[config.mk]
export PLATFORM = sky130hd
export DESIGN_NAME = nic_csr_file
export DESIGN_NICKNAME = d
export VERILOG_FILES = /design/src/rtl/nic_csr_pkg.sv /design/src/rtl/nic_csr0_ctl.sv /design/src/rtl/nic_csr_regs.sv /design/src/rtl/nic_csr_file.sv
export SDC_FILE = /design/constraint.sdc
export NUM_CORES = 1
export LEC_CHECK = 0
export CAP_MARGIN = 20
export CORE_UTILIZATION = 52
export DETAILED_ROUTE_END_ITERATION = 10
export PLACE_DENSITY = 0.95
export SETUP_SLACK_MARGIN = 0.02
export SYNTH_ARGS = -nofsm -noshare
export SYNTH_HDL_FRONTEND = slang
export SYNTH_SLANG_ARGS = --single-unit
[constraint.sdc]
create_clock -name clk -period 5.7 [get_ports clk]
set_input_delay 1.71 -clock clk [delete_from_list [all_inputs] [get_ports clk]]
set_output_delay 1.71 -clock clk [all_outputs]
set_load 0.01 [all_outputs]
[src/rtl/nic_csr_pkg.sv]
package nic_csr_pkg;
  localparam int IO_W     = 32;
  localparam int REG_W    = 16;
  localparam int RAP_W    = 7;
  localparam int NFLAG    = 7;
  localparam int FLAG_LSB = 8;

  // I/O window, dword index = byte offset >> 2
  localparam logic [2:0] PORT_PROM_LO = 3'd0;
  localparam logic [2:0] PORT_PROM_HI = 3'd1;
  localparam logic [2:0] PORT_RDP     = 3'd4;
  localparam logic [2:0] PORT_RAP     = 3'd5;
  localparam logic [2:0] PORT_SRST    = 3'd6;
  localparam logic [2:0] PORT_BDP     = 3'd7;

  // register 0 command / state bit positions
  localparam int B_INIT = 0;
  localparam int B_STRT = 1;
  localparam int B_STOP = 2;
  localparam int B_TDMD = 3;
  localparam int B_IENA = 6;

  // register indices
  localparam int IDX_CMD    = 0;
  localparam int IDX_IBA_LO = 1;
  localparam int IDX_IBA_HI = 2;
  localparam int IDX_MASK   = 3;
  localparam int IDX_FEAT   = 4;
endpackage

[src/rtl/nic_csr0_ctl.sv]
module nic_csr0_ctl
  import nic_csr_pkg::*;
(
  input  logic             clk,
  input  logic             rst_n,
  input  logic             srst,
  input  logic             wr_en,
  input  logic [REG_W-1:0] wdata,
  input  logic [NFLAG-1:0] ev_set,
  input  logic [NFLAG-1:0] mask,
  output logic [REG_W-1:0] csr0_rd,
  output logic             init_start_o,
  output logic             tx_demand_o,
  output logic             tx_on_o,
  output logic             rx_on_o,
  output logic             irq_o
);
  logic [NFLAG-1:0] flags_q, flags_d;
  logic iena_q, iena_d, txon_q, txon_d, rxon_q, rxon_d, stop_q, stop_d;
  logic init_q, init_d, tdmd_q, tdmd_d;
  logic intr, err;

  always_comb begin
    flags_d = flags_q | ev_set;
    iena_d  = iena_q;
    txon_d  = txon_q;
    rxon_d  = rxon_q;
    stop_d  = stop_q;
    init_d  = 1'b0;
    tdmd_d  = 1'b0;
    if (srst) begin
      flags_d = '0;
      iena_d  = 1'b0;
      txon_d  = 1'b0;
      rxon_d  = 1'b0;
      stop_d  = 1'b1;
    end else if (wr_en) begin
      flags_d = (flags_q & ~wdata[FLAG_LSB +: NFLAG]) | ev_set;
      iena_d  = wdata[B_IENA];
      tdmd_d  = wdata[B_TDMD];
      if (wdata[B_STOP]) begin
        stop_d = 1'b1;
        txon_d = 1'b0;
        rxon_d = 1'b0;
      end else begin
        init_d = wdata[B_INIT];
        if (wdata[B_STRT]) begin
          txon_d = 1'b1;
          rxon_d = 1'b1;
        end
        if (wdata[B_STRT] | wdata[B_INIT]) stop_d = 1'b0;
      end
    end
  end

  always_ff @(posedge clk or negedge rst_n) begin
    if (!rst_n) begin
      flags_q <= '0;
      iena_q  <= 1'b0;
      txon_q  <= 1'b0;
      rxon_q  <= 1'b0;
      stop_q  <= 1'b1;
      init_q  <= 1'b0;
      tdmd_q  <= 1'b0;
    end else begin
      flags_q <= flags_d;
      iena_q  <= iena_d;
      txon_q  <= txon_d;
      rxon_q  <= rxon_d;
      stop_q  <= stop_d;
      init_q  <= init_d;
      tdmd_q  <= tdmd_d;
    end
  end

  assign intr = |(flags_q & ~mask);
  assign err  = |flags_q[NFLAG-1:NFLAG-4];
  assign csr0_rd = {err, flags_q, intr, iena_q, rxon_q, txon_q, 1'b0, stop_q, 1'b0, 1'b0};
  assign init_start_o = init_q;
  assign tx_demand_o  = tdmd_q;
  assign tx_on_o      = txon_q;
  assign rx_on_o      = rxon_q;
  assign irq_o        = intr & iena_q;

  AST_W1C_CLEARS: assert property (@(posedge clk) disable iff (!rst_n)
    (wr_en && !srst && wdata[FLAG_LSB+1] && !ev_set[1]) |=> !csr0_rd[FLAG_LSB+1]);
  AST_FLAGS_STICKY: assert property (@(posedge clk) disable iff (!rst_n)
    (!wr_en && !srst) |=> ((flags_q & $past(flags_q)) == $past(flags_q)));
  AST_EVENT_WINS: assert property (@(posedge clk) disable iff (!rst_n)
    (ev_set[2] && !srst) |=> csr0_rd[FLAG_LSB+2]);
  AST_STRT_RUNS: assert property (@(posedge clk) disable iff (!rst_n)
    (wr_en && !srst && wdata[B_STRT] && !wdata[B_STOP]) |=> (tx_on_o && rx_on_o && !csr0_rd[B_STOP]));
  AST_STOP_WINS: assert property (@(posedge clk) disable iff (!rst_n)
    (wr_en && !srst && wdata[B_STOP]) |=> (!tx_on_o && !rx_on_o && csr0_rd[B_STOP]));
  AST_SRST_STATE: assert property (@(posedge clk) disable iff (!rst_n)
    srst |=> (csr0_rd == 16'h0004));
  AST_INIT_PULSE: assert property (@(posedge clk) disable iff (!rst_n)
    (wr_en && !srst && wdata[B_INIT] && !wdata[B_STOP]) |=> init_start_o);
endmodule

[src/rtl/nic_csr_regs.sv]
module nic_csr_regs
  import nic_csr_pkg::*;
#(
  parameter logic [31:0] CHIP_ID   = 32'h1A57_0C41,
  parameter int          ID_LO_IDX = 88,
  parameter int          ID_HI_IDX = 89,
  parameter int          CFG_IDX   = 20
) (
  input  logic             clk,
  input  logic             rst_n,
  input  logic             srst,
  input  logic             rap_wr,
  input  logic             rdp_wr,
  input  logic             bdp_wr,
  input  logic [REG_W-1:0] wdata,
  input  logic [REG_W-1:0] csr0_rd,
  output logic [RAP_W-1:0] rap_o,
  output logic [REG_W-1:0] rdp_rd,
  output logic [REG_W-1:0] bdp_rd,
  output logic [NFLAG-1:0] mask_o,
  output logic [31:0]      iblk_addr_o,
  output logic [REG_W-1:0] feature_o,
  output logic [REG_W-1:0] bus_cfg_o
);
  logic [RAP_W-1:0] rap_q, rap_d;
  logic [REG_W-1:0] iba_lo_q, iba_lo_d, iba_hi_q, iba_hi_d, feat_q, feat_d, cfg_q, cfg_d;
  logic [NFLAG-1:0] mask_q, mask_d;
  logic             cfg_sel;

  assign cfg_sel = (rap_q == RAP_W'(CFG_IDX));

  always_comb begin
    rap_d    = rap_q;
    iba_lo_d = iba_lo_q;
    iba_hi_d = iba_hi_q;
    feat_d   = feat_q;
    cfg_d    = cfg_q;
    mask_d   = mask_q;
    if (srst) begin
      rap_d    = '0;
      iba_lo_d = '0;
      iba_hi_d = '0;
      feat_d   = '0;
      cfg_d    = '0;
      mask_d   = '0;
    end else begin
      if (rap_wr) rap_d = wdata[RAP_W-1:0];
      if (rdp_wr) begin
        if (rap_q == RAP_W'(IDX_IBA_LO)) iba_lo_d = wdata;
        if (rap_q == RAP_W'(IDX_IBA_HI)) iba_hi_d = wdata;
        if (rap_q == RAP_W'(IDX_MASK))   mask_d   = wdata[FLAG_LSB +: NFLAG];
        if (rap_q == RAP_W'(IDX_FEAT))   feat_d   = wdata;
      end
      if (bdp_wr && cfg_sel) cfg_d = wdata;
    end
  end

  always_ff @(posedge clk or negedge rst_n) begin
    if (!rst_n) begin
      rap_q    <= '0;
      iba_lo_q <= '0;
      iba_hi_q <= '0;
      feat_q   <= '0;
      cfg_q    <= '0;
      mask_q   <= '0;
    end else begin
      rap_q    <= rap_d;
      iba_lo_q <= iba_lo_d;
      iba_hi_q <= iba_hi_d;
      feat_q   <= feat_d;
      cfg_q    <= cfg_d;
      mask_q   <= mask_d;
    end
  end

  always_comb begin
    rdp_rd = '0;
    if (rap_q == RAP_W'(IDX_CMD))    rdp_rd = csr0_rd;
    if (rap_q == RAP_W'(IDX_IBA_LO)) rdp_rd = iba_lo_q;
    if (rap_q == RAP_W'(IDX_IBA_HI)) rdp_rd = iba_hi_q;
    if (rap_q == RAP_W'(IDX_MASK))   rdp_rd = {1'b0, mask_q, {FLAG_LSB{1'b0}}};
    if (rap_q == RAP_W'(IDX_FEAT))   rdp_rd = feat_q;
    if (rap_q == RAP_W'(ID_LO_IDX))  rdp_rd = CHIP_ID[15:0];
    if (rap_q == RAP_W'(ID_HI_IDX))  rdp_rd = CHIP_ID[31:16];
  end

  assign bdp_rd      = cfg_sel ? cfg_q : '0;
  assign rap_o       = rap_q;
  assign mask_o      = mask_q;
  assign iblk_addr_o = {iba_hi_q, iba_lo_q};
  assign feature_o   = feat_q;
  assign bus_cfg_o   = cfg_q;

  AST_RAP_HOLD: assert property (@(posedge clk) disable iff (!rst_n)
    (!rap_wr && !srst) |=> $stable(rap_q));
  AST_IBA_LOAD: assert property (@(posedge clk) disable iff (!rst_n)
    (rdp_wr && !srst && rap_q == RAP_W'(IDX_IBA_LO)) |=> (iblk_addr_o[15:0] == $past(wdata)));
  AST_CFG_GUARD: assert property (@(posedge clk) disable iff (!rst_n)
    (!(bdp_wr && cfg_sel) && !srst) |=> $stable(bus_cfg_o));
endmodule

[src/rtl/nic_csr_file.sv]
module nic_csr_file
  import nic_csr_pkg::*;
#(
  parameter logic [47:0] STATION_ADDR = 48'h4A3B_2C1D_0EF5,
  parameter logic [31:0] CHIP_ID      = 32'h1A57_0C41,
  parameter int          CFG_IDX      = 20
) (
  input  logic             clk,
  input  logic             rst_n,
  input  logic [4:0]       io_addr,
  input  logic             io_rd,
  input  logic             io_wr,
  input  logic [IO_W-1:0]  io_wdata,
  output logic [IO_W-1:0]  io_rdata,
  input  logic             ev_init_done,
  input  logic             ev_tx_done,
  input  logic             ev_rx_done,
  input  logic             ev_mem_err,
  input  logic             ev_rx_miss,
  input  logic             ev_collision,
  input  logic             ev_babble,
  output logic             init_start_o,
  output logic             tx_demand_o,
  output logic             tx_on_o,
  output logic             rx_on_o,
  output logic             irq_o,
  output logic [31:0]      init_blk_addr_o,
  output logic [REG_W-1:0] feature_o,
  output logic [REG_W-1:0] bus_cfg_o
);
  logic [1:0]       rst_sync_q;
  logic             core_rst_n;
  logic             aligned, srst, rap_wr, rdp_wr, bdp_wr, cmd_wr;
  logic [2:0]       port;
  logic [RAP_W-1:0] rap;
  logic [REG_W-1:0] csr0_rd, rdp_rd, bdp_rd;
  logic [NFLAG-1:0] mask, ev_vec;
  logic             unused_hi;

  always_ff @(posedge clk or negedge rst_n) begin
    if (!rst_n) rst_sync_q <= 2'b00;
    else        rst_sync_q <= {rst_sync_q[0], 1'b1};
  end
  assign core_rst_n = rst_sync_q[1];

  assign aligned = (io_addr[1:0] == 2'b00);
  assign port    = io_addr[4:2];
  assign srst    = io_rd & aligned & (port == PORT_SRST);
  assign rap_wr  = io_wr & aligned & (port == PORT_RAP);
  assign rdp_wr  = io_wr & aligned & (port == PORT_RDP);
  assign bdp_wr  = io_wr & aligned & (port == PORT_BDP);
  assign cmd_wr  = rdp_wr & (rap == RAP_W'(IDX_CMD));
  assign ev_vec  = {ev_babble, ev_collision, ev_rx_miss, ev_mem_err,
                    ev_rx_done, ev_tx_done, ev_init_done};
  assign unused_hi = ^io_wdata[IO_W-1:REG_W];

  nic_csr0_ctl u_cmd (
    .clk          (clk),
    .rst_n        (core_rst_n),
    .srst         (srst),
    .wr_en        (cmd_wr),
    .wdata        (io_wdata[REG_W-1:0]),
    .ev_set       (ev_vec),
    .mask         (mask),
    .csr0_rd      (csr0_rd),
    .init_start_o (init_start_o),
    .tx_demand_o  (tx_demand_o),
    .tx_on_o      (tx_on_o),
    .rx_on_o      (rx_on_o),
    .irq_o        (irq_o)
  );

  nic_csr_regs #(.CHIP_ID(CHIP_ID), .CFG_IDX(CFG_IDX)) u_regs (
    .clk         (clk),
    .rst_n       (core_rst_n),
    .srst        (srst),
    .rap_wr      (rap_wr),
    .rdp_wr      (rdp_wr),
    .bdp_wr      (bdp_wr),
    .wdata       (io_wdata[REG_W-1:0]),
    .csr0_rd     (csr0_rd),
    .rap_o       (rap),
    .rdp_rd      (rdp_rd),
    .bdp_rd      (bdp_rd),
    .mask_o      (mask),
    .iblk_addr_o (init_blk_addr_o),
    .feature_o   (feature_o),
    .bus_cfg_o   (bus_cfg_o)
  );

  always_comb begin
    io_rdata = '0;
    if (aligned) begin
      case (port)
        PORT_PROM_LO: io_rdata = STATION_ADDR[31:0];
        PORT_PROM_HI: io_rdata = {{(IO_W-16){1'b0}}, STATION_ADDR[47:32]};
        PORT_RDP:     io_rdata = {{(IO_W-REG_W){1'b0}}, rdp_rd};
        PORT_RAP:     io_rdata = {{(IO_W-RAP_W){1'b0}}, rap};
        PORT_BDP:     io_rdata = {{(IO_W-REG_W){1'b0}}, bdp_rd};
        default:      io_rdata = '0;
      endcase
    end
  end

  AST_IRQ_NEEDS_FLAG: assert property (@(posedge clk) disable iff (!core_rst_n)
    irq_o |-> (|csr0_rd[FLAG_LSB +: NFLAG]));
endmodule

* Yosys cells after proc, flatten, opt, wreduce, memory -nomap -nowiden *
Index checks and enable logic that the tools add are counted.

storage, ports and cells
  register bits = 92
  bits of input ports = 48
  output and inout bits = 101
  logic and storage cells = 105

cells by class
  equality and inequality tests = 12
  mux-type cells = 43
  bitwise logic cells = 15
  reductions and logical operators = 22

operators by type and width
  operator            count
  $mux 16             19
  $pmux 30 s5         1
  $mux 7              7
  $mux 32             1
  $reduce_bool 2->1   8
  $mux 1              15
  $and 7x7->7         2
  $eq 7x2->1 const B  2
  $eq 7x7->1 const B  2
  $not 7->7           2
  $or 7x7->7          2
  $eq 3x3->1 const B  4
  $reduce_and 2->1    6
  $and 1x1->1         8
  $eq 7x1->1 const B  1
  $eq 7x3->1 const B  1
  $eq 7x5->1 const B  1
  $logic_not 7->1     1
  $reduce_or 7->1     1
  $reduce_bool 3->1   2
  $reduce_or 4->1     1
  $eq 3x1->1 const B  1
  $logic_not 3->1     1
  $logic_not 2->1     1
  2 further kinds     2

* Longest topological paths before layout *
Gate-level depths: netlist (run 1).

  word-level depth = 12
  gate-level depth with buffers = 8
  depth with buffers taken out = 5

* Modules after synthesis *
Synthesis (run 1) repeated with hierarchy kept, for this count alone.

second synthesis, totals
  cells, all modules = 606
  area total of the unflattened synthesis = 5550.3 um^2

modules (own cells, without submodules)
  module        times used  cells an instance  area an instance (um^2)  seq. area each (um^2)
  nic_csr_regs  1           437                4260.3                   1951.9
  nic_csr_file  1           102                674.4                    50.0
  nic_csr0_ctl  1           67                 615.6                    301.5

* Worst setup path after synthesis (run 1) *
OpenSTA, ideal clock, no wires.

  path type = input to output
  start = input port io_addr[2]
  end = output port io_rdata[14]
  data arrival time = 2.871 ns
  data required time = 3.990 ns
  path slack = 1.119 ns
  stages on the path = 6
  buffers on the path = 2
  cells stage by stage = buf_2 > and4_1 > and4_1 > buf_2 > a22oi_1 > o21ai_0

on the way
  longest elaborated chain between the ends = 3
  elaborated cells between the ends (all ways) = 7
  those cells by class = eq/ne (4); mux (2); reduce/logical (1)

RTL lines
  what                                RTL line            RTL
  start, declared                     nic_csr_file.sv:10  input logic [4:0] io_addr,
  $eq 3x3->1 (tied with other cells)  nic_csr_file.sv:94  case (port)
  $pmux 30 s5 *                       nic_csr_file.sv:94
  $mux 32 *                           nic_csr_file.sv:93  if (aligned) begin
  end, declared                       nic_csr_file.sv:14  output logic [IO_W-1:0] io_rdata,

Mark *: on every way between the ends. The rest lies on a longest branch, timed or not.

* Final worst setup path (run 1) *
  start = input port io_addr[4]
  end = output port io_rdata[7]

The elaborated chain is that of the path after synthesis.

==> reports/results.tsv, run 1 <==
stage	metric	value	unit
outcome	status	finished, final reports clean	
sta	Slew @ Worst Pin	1080	ps
setup_path	R2R Path End	u_regs.iba_hi_q[10]$_DFFE_PN0P_	
power_and_ir_drop	Clock power frac	30.3	%
clock_tree	clk sinks	92	
synthesis	sequential share of the synthesized area	45.1	%
power_and_ir_drop	Sw Ratio	31.1	%
power_and_ir_drop	Seq pwr share	48.1	%
synthesis	async set-reset flop share out of synthesis	100	%
setup_path	Worst Setup Start Kind	input pin	
detailed_routing	DRT Pass-1 Iters	6	
setup_path	CP Cell Sequence	clkdlybuf4s50_1, nor3b_2, nand2_1, nor2_1, o21ai_0, o22ai_1, clkdlybuf4s50_1	
setup_path	crit path launch	io_addr[4]	
sta	TNS Setup	0	ps
floorplanning	Initial Utilization	54.5	%
setup_path	R2R Path Start	u_regs.rap_o[1]$_DFFE_PN0P_	
global_route	initial antenna violation count	0	
detailed_routing	DRC violations left	0	
place	dpl hpwl	11.5	mm
sta	Slew headroom	28.0	%
setup_path	crit path kind	input pin to output pin	
floorplanning	die width	101	um
setup_path	Buffers & Inverters on Critical Path	2	
synthesis	flops & latches, synth	92	
floorplanning	Core Region	0.00937	mm2
power_and_ir_drop	leakage power	0.00302	uW
synthesis	Syn Area/Cell	9.77	um2
setup_path	Worst Path Required	3990	ps
finish	area of the multi-input gates	0.00248	mm2
global_route	largest net degree at the start of global routing	91	
setup_path	Most Frequent Cell on Critical Path	clkdlybuf4s50_1	
place	IO Port Bufs	123	
finish	ant diodes	0	
sta	Layout Skew	9.66	ps
power_and_ir_drop	power per cell area	233	mW/mm2
global_route	first-pass GRT wire length	24.8	mm
setup_path	Worst R2R Setup Slack	2930	ps
global_route	Total Routing Usage GR	32.4	%
sta	final number of hold-violating endpoints	0	
power_and_ir_drop	Max VDD drop	0.154	mV
clock_tree	CTS Buf Count	9	
synthesis	synthesized instance count	523	
finish	final core utilization	70.7	%
finish	fillcell total	709	
place	GPL Wtd Cong	0.925	
floorplanning	io pins	149	
setup_path	crit-path leading delay family	buffers and inverters	
clock_tree	Root Driver	clkbuf_8	
sta	unrepaired setup endpoints after global routing	false	
finish	most frequent cells in the layout	122 x clkdlybuf4s50_1, 90 x dfrtp_1, 79 x nor2_1	
detailed_routing	drt wl/cell	20.9	um
clock_tree	Clock H-tree levels	3	
setup_path	CP Capture Point	io_rdata[7]	
global_route	vias in the first global route	4659	
clock_tree	Setup Buffers After CTS	0	
sta	Final Cycle Share	97.2	%
detailed_routing	Initial DRC Count	599	
setup_path	Setup crit end kind	output pin	
floorplanning	die area	0.0102	mm2
finish	area grow syn2layout	29.6	%
detailed_routing	ANT nets after route	0	
sta	final setup violation count	0	
sta	fin crit period	5540	ps
detailed_routing	WL final	16.2	mm
clock_tree	Worst-path clk slew	80	ps
synthesis	number of flops mapped to enable cells by yosys	0	
setup_path	CP Data Arrival Time	3830	ps
clock_tree	CTS tree	done	
finish	layout cells sized above 1	11.8	%
setup_path	Crit Path Max Fanout	4	
detailed_routing	vias per cell	6.28	
synthesis	Mapped Area	0.00511	mm2
finish	commonest non-fill, non-tap cell in the layout	clkdlybuf4s50_1	
synthesis	Synth Warn #	0	
setup_path	CP max stage delay	570	ps
power_and_ir_drop	Comb pwr share	21.7	%
finish	Register Area	0.00231	mm2
setup_path	slowest CP cell	clkdlybuf4s50_1	
finish	Post-layout nets	686	
min_path	HP Class	register to asynchronous set/reset pin	
floorplanning	Cell Rows	35	
power_and_ir_drop	net switching power	480	uW
clock_tree	Longest Clk Path Bufs	2	
job	maxcap violations	0	
synthesis	synth unique cells	56	
setup_path	r2r worst-path depth	5	
sta	max frequency	181	MHz
floorplanning	die height	101	um
synthesis	top_reg_cell synth	dfrtp_1	
global_route	grt ovf	0	
power_and_ir_drop	P_int	1060	uW
clock_tree	worst skew pair latency	360	ps
sta	max-slew violation count	0	
detailed_routing	total number of vias	4848	
setup_path	Levels on crit path	7	
-- flip-flops by register name, indices dropped and copies added (netlist names), 2 cells and up --
register,flops
u_regs.mask_o,7
u_cmd.flags_q,7
u_regs.rap_o,7
u_regs.feature_o,16
u_regs.iba_lo_q,16
u_regs.iba_hi_q,16
rst_sync_q,2
u_regs.bus_cfg_o,16
-- cell families (layout without fill, tap and decap cells) --
logic type / after synthesis / in the layout / synth area share (%)
and+or+nand+nor: 197 / 197 / 19.6
muxes: 65 / 65 / 14.2
other: 2 / 10 / 0.147
DFF: 92 / 92 / 45.1
buffers and inverters: 61 / 173 / 7.00
AOI/OAI and AO/OA: 106 / 106 / 14.0
-- worst register-to-register path, cell delays in order (launching register included) --
cell and delay (ps):
dfrtp_1 860, and2b_1 390, nand2_1 160, or3_1 790, mux2i_1 340, nor2_1 70
-- cell usage after synthesis, types with 3 or more instances --
library cell,number,area (um2)
dfrtp_1,91,2280
nor2_1,79,297
mux2i_1,59,591
nand2_1,51,191
a21oi_1,26,130
buf_4,18,135
o21ai_0,18,90.1
a22oi_1,13,97.6
buf_2,13,65.1
inv_1,13,48.8
clkbuf_1,11,41.3
a21oi_2,10,87.6
nand2_2,10,62.6
a311oi_1,8,70.1
o22ai_1,8,50.1
nor3_1,7,35.0
buf_6,6,67.6
mux4_2,6,135
nand2b_1,6,37.5
and2_1,5,31.3
nor2b_1,5,31.3
nand3_1,4,20.0
o211ai_1,4,30.0
a22o_1,3,26.3
a32oi_1,3,26.3
and4_1,3,26.3
nand4_1,3,18.8
-- power groups by stage --
stage / Sequential [uW] / Combinational, uW / Clock [uW]
final: 741 / 334 / 467
after global routing: 745 / 354 / 497
after CTS: 738 / 324 / 469
after detailed placement: 751 / 322 / 0
after global placement: 748 / 315 / 0
after floorplan: 741 / 189 / 0
-- repair_timing --
item | CTS | global route
hold buffers | 0 | 0
setup endpoints to repair | 0 | 4
hold endpoints to repair | 0 | 0
gates resized for setup | 0 | 1
-- worst min-delay path by stage --
stage	to	depth (start not counted)	slack, ps
after CTS	rst_sync_q[1]$_DFF_PN0_	0	360
after floorplan	rst_sync_q[1]$_DFF_PN0_	0	330
after detailed placement	rst_sync_q[1]$_DFF_PN0_	0	340
after global routing	u_regs.feature_o[1]$_DFFE_PN0P_	1	330
after global placement	rst_sync_q[1]$_DFF_PN0_	0	340
final	u_cmd.tx_on_o$_DFFE_PN0P_	1	300
-- layout make-up --
class / count / area share, %
Clock buffer: 12 / 2.34
Clock inverter: 4 / 0.850
Inverter: 13 / 0.737
Multi-Input combinational cell: 378 / 37.5
Sequential cell: 92 / 34.8
Tap cell: 129 / 2.44
Timing Repair Buffer: 144 / 21.3
-- metal layers --
layer  up-vias  routed length [um]  track usage (%)
li1       2049                   -                -
met1      2376                6300             44.9
met5         -                   0                0
met4         0                 583             12.4
met3        60                1730             6.49
met2       363                7550             50.7
-- metrics by stage --
stage | hold slack [ps] | cells | cell area, um2 | setup slack (ps) | total power [uW]
4_1_cts | 364 | 771 | 6600 | 127 | 1530
5_1_grt | 327 | 772 | 6630 | 71.1 | 1600
3_3_place_gp | 338 | 755 | 6380 | 107 | 1060
3_5_place_dp | 344 | 755 | 6380 | 143 | 1070
2_1_floorplan | 331 | 531 | 5140 | 1120 | 930
6_report | 299 | 772 | 6630 | 162 | 1540
No activity file was read; power rests on OpenSTA's default activity.
==> run 2: changes to the inputs <==
- CTS_CLUSTER_DIAMETER: default -> 150
- SKIP_LAST_GASP: default -> 1
==> results of run 2 <==
Final layout, timing and power as in run 1 (identical DEF).
==> run 3: changes to the inputs <==
- GPL_ROUTABILITY_DRIVEN: default -> 0
==> reports/results.tsv, run 3 (synthesis results as in run 1) <==
stage	metric	value	unit	change
clock_tree	CTS Buf Count	9		unchanged
sta	TNS Setup	0	ps	unchanged
sta	Layout Skew	11.1	ps	+1.42 ps
place	dpl hpwl	11.1	mm	-3.4%
setup_path	Crit Path Max Fanout	6		+2
sta	max-slew violation count	0		unchanged
sta	Final WS setup	101	ps	-61.6 ps
finish	fillcell total	650		-8.3%
detailed_routing	drt wl/cell	21.1	um	+0.56%
clock_tree	worst skew pair latency	370	ps	about the same
floorplanning	die area	0.0102	mm2	unchanged
setup_path	slowest CP cell	clkdlybuf4s50_1		
outcome	status	finished, final reports clean		
sta	Slew @ Worst Pin	1050	ps	-27.8 ps
global_route	initial antenna violation count	0		unchanged
floorplanning	Cell Rows	35		unchanged
power_and_ir_drop	Pwr Total	1520	uW	-1.5%
setup_path	Setup crit end kind	output pin		
clock_tree	CTS tree	done		
detailed_routing	DRT Pass-1 Iters	5		-1
setup_path	crit path launch	io_addr[4]		
setup_path	CP max stage delay	580	ps	about the same
detailed_routing	vias per cell	6.37		+1.5%
setup_path	CP Data Arrival Time	3890	ps	+60 ps
floorplanning	Initial Utilization	54.5	%	unchanged
floorplanning	die width	101	um	unchanged
setup_path	crit path kind	input pin to output pin		
sta	unrepaired setup endpoints after global routing	false		
sta	Final Cycle Share	98.2	%	+1.1 points
sta	max frequency	179	MHz	-1.1%
clock_tree	Root Driver	clkbuf_8		
clock_tree	Setup Buffers After CTS	0		unchanged
finish	commonest non-fill, non-tap cell in the layout	clkdlybuf4s50_1		
finish	ant diodes	0		unchanged
detailed_routing	ANT nets after route	0		unchanged
floorplanning	Core Region	0.00937	mm2	unchanged
global_route	grt ovf	0		unchanged
detailed_routing	WL final	16.1	mm	-0.35%
place	DP Worst Slack	143	ps	+0.270 ps
finish	Post-layout nets	680		-0.87%
sta	Slew headroom	29.9	%	+1.9 points
setup_path	CP Cell Sequence	clkdlybuf4s50_1, and4_1, and4_1, buf_4, a22oi_1, o22ai_1, clkdlybuf4s50_1		
global_route	vias in the first global route	4760		+2.2%
floorplanning	die height	101	um	unchanged
clock_tree	Worst-path clk slew	90	ps	about the same
place	IO Port Bufs	123		unchanged
detailed_routing	DRC violations left	0		unchanged
clock_tree	Longest Clk Path Bufs	2		unchanged
setup_path	Worst Setup Start Kind	input pin		
sta	final number of hold-violating endpoints	0		unchanged
detailed_routing	total number of vias	4874		+0.54%
power_and_ir_drop	power per cell area	232	mW/mm2	-0.52%
global_route	first-pass GRT wire length	24.9	mm	+0.47%
power_and_ir_drop	leakage power	0.00296	uW	-1.8%
clock_tree	Clock H-tree levels	3		unchanged
power_and_ir_drop	Max VDD drop	0.111	mV	-28%
setup_path	R2R Path Start	u_regs.rap_o[1]$_DFFE_PN0P_		
global_route	largest net degree at the start of global routing	91		unchanged
global_route	Total Routing Usage GR	32.5	%	+0.090 points
floorplanning	io pins	149		unchanged
detailed_routing	Initial DRC Count	781		+30%
sta	final setup violation count	0		unchanged
finish	layout cells sized above 1	11.0	%	-0.81 points
clock_tree	clk sinks	92		unchanged
sta	fin crit period	5600	ps	+61.6 ps
min_path	HP Class	register to asynchronous set/reset pin		
finish	most frequent cells in the layout	123 x clkdlybuf4s50_1, 90 x dfrtp_1, 78 x nor2_1		
setup_path	Worst Path Required	3990	ps	about the same
finish	area grow syn2layout	28.3	%	
job	maxcap violations	0		unchanged
finish	final core utilization	70.0	%	-0.69 points
-- run 3: cell count changes in the layout (fill, tap and decap cells not counted), sizes merged --
| cell | delta |
|---|---|
| inv | -1 |
| clkinv | -1 |
| dlymetal6s2s | -1 |
| buf | -6 |
| clkdlybuf4s50 | +1 |
| clkbuf | -1 |
| clkinvlp | +2 |
-- run 3: path summary, 6_finish.rpt --
| kind | slack (ps) | depth (start not counted) | end |
|---|---|---|---|
| max reg2reg | 2960 | 5 | u_regs.iba_hi_q[0]$_DFFE_PN0P_ |
| min reg2reg | 190 | 0 | u_regs.iba_hi_q[1]$_DFFE_PN0P_ |
| max in group asynchronous | 4070 | 1 | rst_sync_q[1]$_DFF_PN0_ |
| min in group clk | 360 | 0 | rst_sync_q[1]$_DFF_PN0_ |
| max | 100 | 7 | io_rdata[12] |
| min | 190 | 0 | u_regs.iba_hi_q[1]$_DFFE_PN0P_ |
-- run 3: critical path: cells and delay by family --
family	cells	cell delay (ps)
compound gates	2	340
buf+inv	3	1300
simple gates	2	540
-- run 3: layer usage --
metal,share of wire (%),vias up,track usage [%]
li1,-,2043,-
met3,12,89,8.28
met2,47,434,52.1
met4,4.7,0,14.0
met1,37,2308,42.1
met5,0,-,0
-- run 3: through the flow --
stage | hold slack [ps] | area [um2] | instances
floorplan | 331 | 5140 | 531
global placement | 338 | 6340 | 749
detailed placement | 340 | 6340 | 749
CTS | 362 | 6530 | 764
global route | 203 | 6560 | 765
finish | 186 | 6560 | 765
-- run 3: area by class of cell --
class	count	area (um2)	area share, %
Timing Repair Buffer	138	1360	20.8
Tap cell	129	161	2.46
Sequential cell	92	2310	35.2
Clock buffer	11	141	2.16
Inverter	13	48.8	0.744
Multi-Input combinational cell	378	2490	37.9
Clock inverter	4	50.0	0.763
-- run 3: timing repair --
action                     in CTS  in global routing
hold buffers                    0                  0
setup endpoints to repair       0                  1
gates resized for setup         0                  1
-- run 3: report_power, final --
group / switching [uW] / leakage, uW / internal (uW)
sequential: 60.3 / 0.00123 / 683
clock: 237 / 0.0000914 / 212
combinational: 180 / 0.00164 / 147
total: 477 / 0.00296 / 1040
